[src/rtl/nbs_pkg.sv]
package nbs_pkg;
  typedef enum logic [1:0] {
    K_CMD  = 2'd0,
    K_ADDR = 2'd1,
    K_WR   = 2'd2,
    K_RD   = 2'd3
  } nbs_kind_e;

  typedef enum logic [2:0] {
    S_IDLE   = 3'd0,
    S_RBWAIT = 3'd1,
    S_SETUP  = 3'd2,
    S_STLO   = 3'd3,
    S_STHI   = 3'd4,
    S_RSP    = 3'd5
  } nbs_state_e;
endpackage

[src/rtl/nbs_rb_sync.sv]
module nbs_rb_sync #(
  parameter int STAGES = 2
) (
  input  logic clk,
  input  logic rst_n,
  input  logic rb_async,
  output logic rb_sync
);
  logic [STAGES-1:0] sh_q;
  logic [STAGES-1:0] sh_d;

  always_comb sh_d = {sh_q[STAGES-2:0], rb_async};

  always_ff @(posedge clk or negedge rst_n) begin
    if (!rst_n) sh_q <= '0;
    else        sh_q <= sh_d;
  end

  assign rb_sync = sh_q[STAGES-1];
endmodule

[src/rtl/nbs_cs_map.sv]
module nbs_cs_map #(
  parameter int CS_N    = 4,
  parameter int CS_BASE = 2,
  parameter int CSW     = 3
) (
  input  logic [CSW-1:0]  cs_num,
  input  logic [CS_N-1:0] nand_en,
  output logic [CS_N-1:0] sel,
  output logic            hit
);
  for (genvar i = 0; i < CS_N; i++) begin : g_sel
    localparam logic [CSW-1:0] NUM = CSW'(CS_BASE + i);
    assign sel[i] = (cs_num == NUM) && nand_en[i];
  end
  assign hit = |sel;
endmodule

[src/rtl/nand_bus_seq.sv]
module nand_bus_seq
  import nbs_pkg::*;
#(
  parameter int CS_N = 4,
  parameter int DW   = 16,
  parameter int TW   = 4,
  parameter int LIMW = 16,
  parameter int CSW  = 3
) (
  input  logic            clk,
  input  logic            rst_n,
  input  logic [CS_N-1:0] cfg_nand_en,
  input  logic [TW-1:0]   cfg_t_setup,
  input  logic [TW-1:0]   cfg_t_low,
  input  logic [TW-1:0]   cfg_t_hold,
  input  logic [LIMW-1:0] cfg_busy_limit,
  input  logic            req_valid,
  output logic            req_ready,
  input  logic [1:0]      req_kind,
  input  logic [CSW-1:0]  req_cs,
  input  logic [DW-1:0]   req_data,
  input  logic            req_wide,
  output logic            rsp_valid,
  output logic            rsp_err,
  output logic [DW-1:0]   rsp_data,
  output logic [CS_N-1:0] nand_ce_n,
  output logic            nand_cle,
  output logic            nand_ale,
  output logic            nand_we_n,
  output logic            nand_re_n,
  output logic [DW-1:0]   nand_io_out,
  output logic            nand_io_oe,
  input  logic [DW-1:0]   nand_io_in,
  input  logic            nand_rb_n
);
  localparam int LW = DW / 2;

  nbs_state_e      state_q, state_d;
  logic [LIMW-1:0] cnt_q, cnt_d;
  nbs_kind_e       kind_q, kind_d;
  logic [CS_N-1:0] ce_q, ce_d;
  logic [DW-1:0]   data_q, data_d;
  logic            wide_q, wide_d;
  logic            err_q, err_d;
  logic [DW-1:0]   rdat_q, rdat_d;
  logic [CS_N-1:0] cs_sel;
  logic            cs_hit;
  logic            rb_s;
  logic            active, is_rd;
  logic            accept;

  function automatic logic [LIMW-1:0] phase_len(input logic [TW-1:0] v);
    logic [TW-1:0] e;
    e = (v == '0) ? TW'(1) : v;
    return LIMW'(e - TW'(1));
  endfunction

  nbs_rb_sync #(.STAGES(2)) u_rb_sync (
    .clk      (clk),
    .rst_n    (rst_n),
    .rb_async (nand_rb_n),
    .rb_sync  (rb_s)
  );

  nbs_cs_map #(.CS_N(CS_N), .CS_BASE(2), .CSW(CSW)) u_cs_map (
    .cs_num  (req_cs),
    .nand_en (cfg_nand_en),
    .sel     (cs_sel),
    .hit     (cs_hit)
  );

  assign accept = req_valid && (state_q == S_IDLE);

  // next-state process
  always_comb begin
    state_d = state_q;
    cnt_d   = cnt_q;
    kind_d  = kind_q;
    ce_d    = ce_q;
    data_d  = data_q;
    wide_d  = wide_q;
    err_d   = err_q;
    rdat_d  = rdat_q;
    unique case (state_q)
      S_IDLE: if (accept) begin
        kind_d = nbs_kind_e'(req_kind);
        ce_d   = cs_sel;
        data_d = req_data;
        wide_d = req_wide;
        rdat_d = '0;
        cnt_d  = '0;
        err_d  = !cs_hit;
        state_d = cs_hit ? S_RBWAIT : S_RSP;
      end
      S_RBWAIT: begin
        if (rb_s) begin
          cnt_d   = phase_len(cfg_t_setup);
          state_d = S_SETUP;
        end else if (cnt_q == cfg_busy_limit) begin
          err_d   = 1'b1;
          state_d = S_RSP;
        end else begin
          cnt_d = cnt_q + LIMW'(1);
        end
      end
      S_SETUP: begin
        if (cnt_q == '0) begin
          cnt_d   = phase_len(cfg_t_low);
          state_d = S_STLO;
        end else cnt_d = cnt_q - LIMW'(1);
      end
      S_STLO: begin
        if (cnt_q == '0) begin
          cnt_d   = phase_len(cfg_t_hold);
          state_d = S_STHI;
          if (kind_q == K_RD)
            rdat_d = wide_q ? nand_io_in : {{(DW-LW){1'b0}}, nand_io_in[LW-1:0]};
        end else cnt_d = cnt_q - LIMW'(1);
      end
      S_STHI: begin
        if (cnt_q == '0) state_d = S_RSP;
        else             cnt_d = cnt_q - LIMW'(1);
      end
      S_RSP:   state_d = S_IDLE;
      default: state_d = S_IDLE;
    endcase
  end

  // register process
  always_ff @(posedge clk or negedge rst_n) begin
    if (!rst_n) begin
      state_q <= S_IDLE;
      cnt_q   <= '0;
      kind_q  <= K_CMD;
      ce_q    <= '0;
      data_q  <= '0;
      wide_q  <= 1'b0;
      err_q   <= 1'b0;
      rdat_q  <= '0;
    end else begin
      state_q <= state_d;
      cnt_q   <= cnt_d;
      kind_q  <= kind_d;
      ce_q    <= ce_d;
      data_q  <= data_d;
      wide_q  <= wide_d;
      err_q   <= err_d;
      rdat_q  <= rdat_d;
    end
  end

  // bus decode from registered state
  assign active    = (state_q == S_SETUP) || (state_q == S_STLO) || (state_q == S_STHI);
  assign is_rd     = (kind_q == K_RD);
  assign nand_ce_n = active ? ~ce_q : '1;
  assign nand_cle  = active && (kind_q == K_CMD);
  assign nand_ale  = active && (kind_q == K_ADDR);
  assign nand_we_n = !((state_q == S_STLO) && !is_rd);
  assign nand_re_n = !((state_q == S_STLO) && is_rd);
  assign nand_io_oe = active && !is_rd;

  always_comb begin
    nand_io_out = '0;
    if (active && !is_rd) begin
      if (kind_q == K_WR && wide_q) nand_io_out = data_q;
      else                          nand_io_out = {{(DW-LW){1'b0}}, data_q[LW-1:0]};
    end
  end

  assign req_ready = (state_q == S_IDLE);
  assign rsp_valid = (state_q == S_RSP);
  assign rsp_err   = err_q;
  assign rsp_data  = rdat_q;
endmodule

[config.mk]
export PLATFORM = sky130hd
export DESIGN_NAME = nand_bus_seq
export DESIGN_NICKNAME = d
export VERILOG_FILES = /design/src/rtl/nbs_pkg.sv /design/src/rtl/nbs_rb_sync.sv /design/src/rtl/nbs_cs_map.sv /design/src/rtl/nand_bus_seq.sv
export SDC_FILE = /design/constraint.sdc
export NUM_CORES = 1
export LEC_CHECK = 0
export CORE_UTILIZATION = 52
export DETAILED_ROUTE_END_ITERATION = 7
export GPL_ROUTABILITY_DRIVEN = 0
export MAX_ROUTING_LAYER = met4
export PLACE_DENSITY = 0.92
export SYNTH_ARGS = -nofsm -noshare
export SYNTH_HDL_FRONTEND = slang
export SYNTH_SLANG_ARGS = --single-unit
[constraint.sdc]
create_clock -name clk -period 6.7 [get_ports clk]
set_clock_uncertainty 0.15 [all_clocks]
set_input_delay 0.67 -clock clk [delete_from_list [all_inputs] [get_ports clk]]
set_output_delay 0.67 -clock clk [all_outputs]
set_load 0.01 [all_outputs]
==> results.sh <==
export IMPL_io_pins=118
export IMPL_dpl_cell_area_um2=5170
export IMPL_via_per_inst=5.89
export IMPL_postSynthCellCount=461
export IMPL_synth_top_area_share_pct=37.5
export IMPL_cts_sinks=61
export IMPL_cp_required_ns=5.88
export IMPL_cp_end_kind="primary output"
export IMPL_die_height_um=90.4
export IMPL_hold_class="reg -> reg"
export IMPL_syn2layout_area_growth_pct=32.5
export IMPL_powerDensity_nw_per_um2=378
export IMPL_crit_path_max_fanout=15
export IMPL_core_area_um2=7410
export IMPL_final_layout_size_suffix_gt1_share_pct=9.29
export IMPL_ys_warn_count=0
export IMPL_period_minus_slack_ns=3.71
export IMPL_synth_edf_count=0
export IMPL_place_inst=643
export IMPL_numPortBuffers=117
export IMPL_worst_path_buf_inv=1
export IMPL_grt_usage_pct=27.9
export IMPL_netlist_area_um2=4070
export IMPL_filler_cell_count=521
export IMPL_dpl_worst_slack_ns=3.01
export IMPL_worst_slack_ns=2.99
export IMPL_synthArstFlopShare_pct=100
export IMPL_antenna_found_initial=0
export IMPL_cp_cell_sequence="nor2b_1 -> a21oi_1 -> nor3_1 -> and2_1 -> clkdlybuf4s50_1"
export IMPL_rows=31
export IMPL_grt_pass1_wl_um=17800
export IMPL_cts_resized=0
export IMPL_vdd_drop_max_mv=0.216
export IMPL_finalSetupTns_ns=0
export IMPL_overflow=0
export IMPL_ys_ff_latch=61
export IMPL_start_util_pct=54.9
export IMPL_grt_pass1_vias=3742
export IMPL_cts_tree="yes"
export IMPL_cts_buffers=9
export IMPL_cts_hold_fix_buffers=0
export IMPL_wirelength_um=10800
export IMPL_worst_pin_slew_ns=1.12
export IMPL_synth_top_flop_cell="dfrtp_1"
export IMPL_cap_violations=0
export IMPL_min_period_over_period_pct=55.4
export IMPL_syn_area_per_cell_um2=8.82
export IMPL_yosysSeqAreaShare_pct=37.5
export IMPL_num_vias=3881
export IMPL_route_detailed_drc=0
export IMPL_synth_top_cell_by_area="dfrtp_1"
export IMPL_root_buffer="clkbuf_8"
export IMPL_finalHoldViolCount=0
export IMPL_cts_buffer_depth=2
export IMPL_start_kind="flop"
export IMPL_post_cts_buffers=0
export IMPL_final_max_slew_viol_count=0
export IMPL_fin_area_um2=5390
export IMPL_die_w_um=90.4
export IMPL_rsz0062_at_grt="no"
export IMPL_slowest_delay_ns=0.59
export IMPL_syn_nets=541
export IMPL_dieArea_um2=8180
export IMPL_grt_max_degree=62
export IMPL_setup_viol=0
export IMPL_routedWlPerCell_um=16.3
export IMPL_ys_types=65
export IMPL_htree_levels=3
export IMPL_diodes=0
export IMPL_clk_pin_slew_ns=0.07
export IMPL_crit_type="reg -> out"
export IMPL_synth_area_leaders="dfrtp_1 38%, nand2_1 6.1%, mux2_2 5.5%"
export IMPL_leakagePower_nw=2.14
export IMPL_drt_pass1_iterations=5
export IMPL_first_iter_violations=384
export IMPL_final_cells=659
export IMPL_max_slew_margin_pct=25.4
export IMPL_dpl_hpwl_um=7780
export IMPL_clock_fmax_mhz=269
export IMPL_synthTopCellsByCount="66 x nand2_1, 61 x dfrtp_1, 38 x o21ai_0"
export IMPL_power_mw=2.04
export IMPL_antenna_left=0
export IMPL_cp_top_family="simple AND/OR/NAND/NOR gates"
export IMPL_cp_slowest_cell="nor3_1"
export IMPL_synth_most_common_cell="nand2_1"
export IMPL_status="completed"
export IMPL_insertion_delay_ns=0.34
export IMPL_arrival_ns=2.89
export IMPL_final_nets=635
[through the flow]
step | hold WS, ns | util [%]
after floorplan | 0.181 | -
after global placement | 0.187 | 69.8
after detailed placement | 0.185 | 69.8
after CTS | 0.200 | 72.7
after global routing | 0.225 | 72.7
final | 0.200 | 72.7
[cell type report]
type                            instances  area, um2  area share [%]
Clock buffer                           10        128            2.37
Sequential cell                        61       1530            28.3
Timing Repair Buffer                  118       1170            21.8
Clock inverter                          6       87.6            1.63
Tap cell                               99        124            2.30
Inverter                               11       41.3           0.766
Multi-Input combinational cell        354       2310            42.8
[cells in the final DEF (no fill, tap or decap), drive strengths merged, types with 6 or more instances in the layout]
cell type	n
clkdlybuf4s50	116
nand2	66
dfrtp	61
o21ai	46
nor2	25
xnor2	24
a21oi	21
mux2	20
and2	19
nor3	13
nand4	12
inv	11
xor2	11
clkbuf	10
nor4	10
nand3	7
o21a	6
ha	6
[path summary, 6_finish.rpt]
kind / depth (start not counted) / startpoint / end / slack [ns]
min in group asynchronous: 2 / rst_n / ce_q[2]$_DFFE_PN0P_ / 0.34
worst min-delay path: 0 / u_rb_sync.sh_q[0]$_DFF_PN0_ / u_rb_sync.sh_q[1]$_DFF_PN0_ / 0.20
worst max-delay path: 5 / state_q[1]$_DFFE_PN0P_ / nand_io_out[11] / 2.99
max in group asynchronous: 2 / rst_n / data_q[4]$_DFFE_PN0P_ / 5.54
worst max register to register: 6 / cnt_q[11]$_DFFE_PN0P_ / cnt_q[10]$_DFFE_PN0P_ / 3.69
worst min register to register: 0 / u_rb_sync.sh_q[0]$_DFF_PN0_ / u_rb_sync.sh_q[1]$_DFF_PN0_ / 0.20
[state kept, by name, summed over array words and instances (netlist names)]
register	count
ce_q	4
state_q	3
cnt_q	16
data_q	16
wide_q	1
rsp_data	16
kind_q	2
rsp_err	1
u_rb_sync.sh_q	2
[power by group]
group | leakage (nW) | switching [mW] | internal, mW | total, mW
clock | 0.0985 | 0.149 | 0.209 | 0.358
sequential | 0.787 | 0.174 | 0.494 | 0.668
combinational | 1.25 | 0.514 | 0.499 | 1.01
[per-layer routing]
layer | wire length (um) | track usage, % | up-vias
met4 | 308 | 12.2 | 0
met3 | 689 | 4.12 | 31
li1 | - | - | 1821
met2 | 5230 | 45.4 | 187
met5 | 0 | - | -
met1 | 4530 | 34.7 | 1842
[logic make-up (layout without fill, tap and decap cells)]
kind of cell	Yosys count	count (layout)	synth area share [%]
compound gates	117	117	18.3
xor+xnor	35	35	7.54
fa+ha+maj	7	7	2.09
buf+inv	46	145	5.75
flops	61	61	37.5
mux	22	22	6.03
simple gates	173	173	22.8
(Power assumes the default switching activity.)
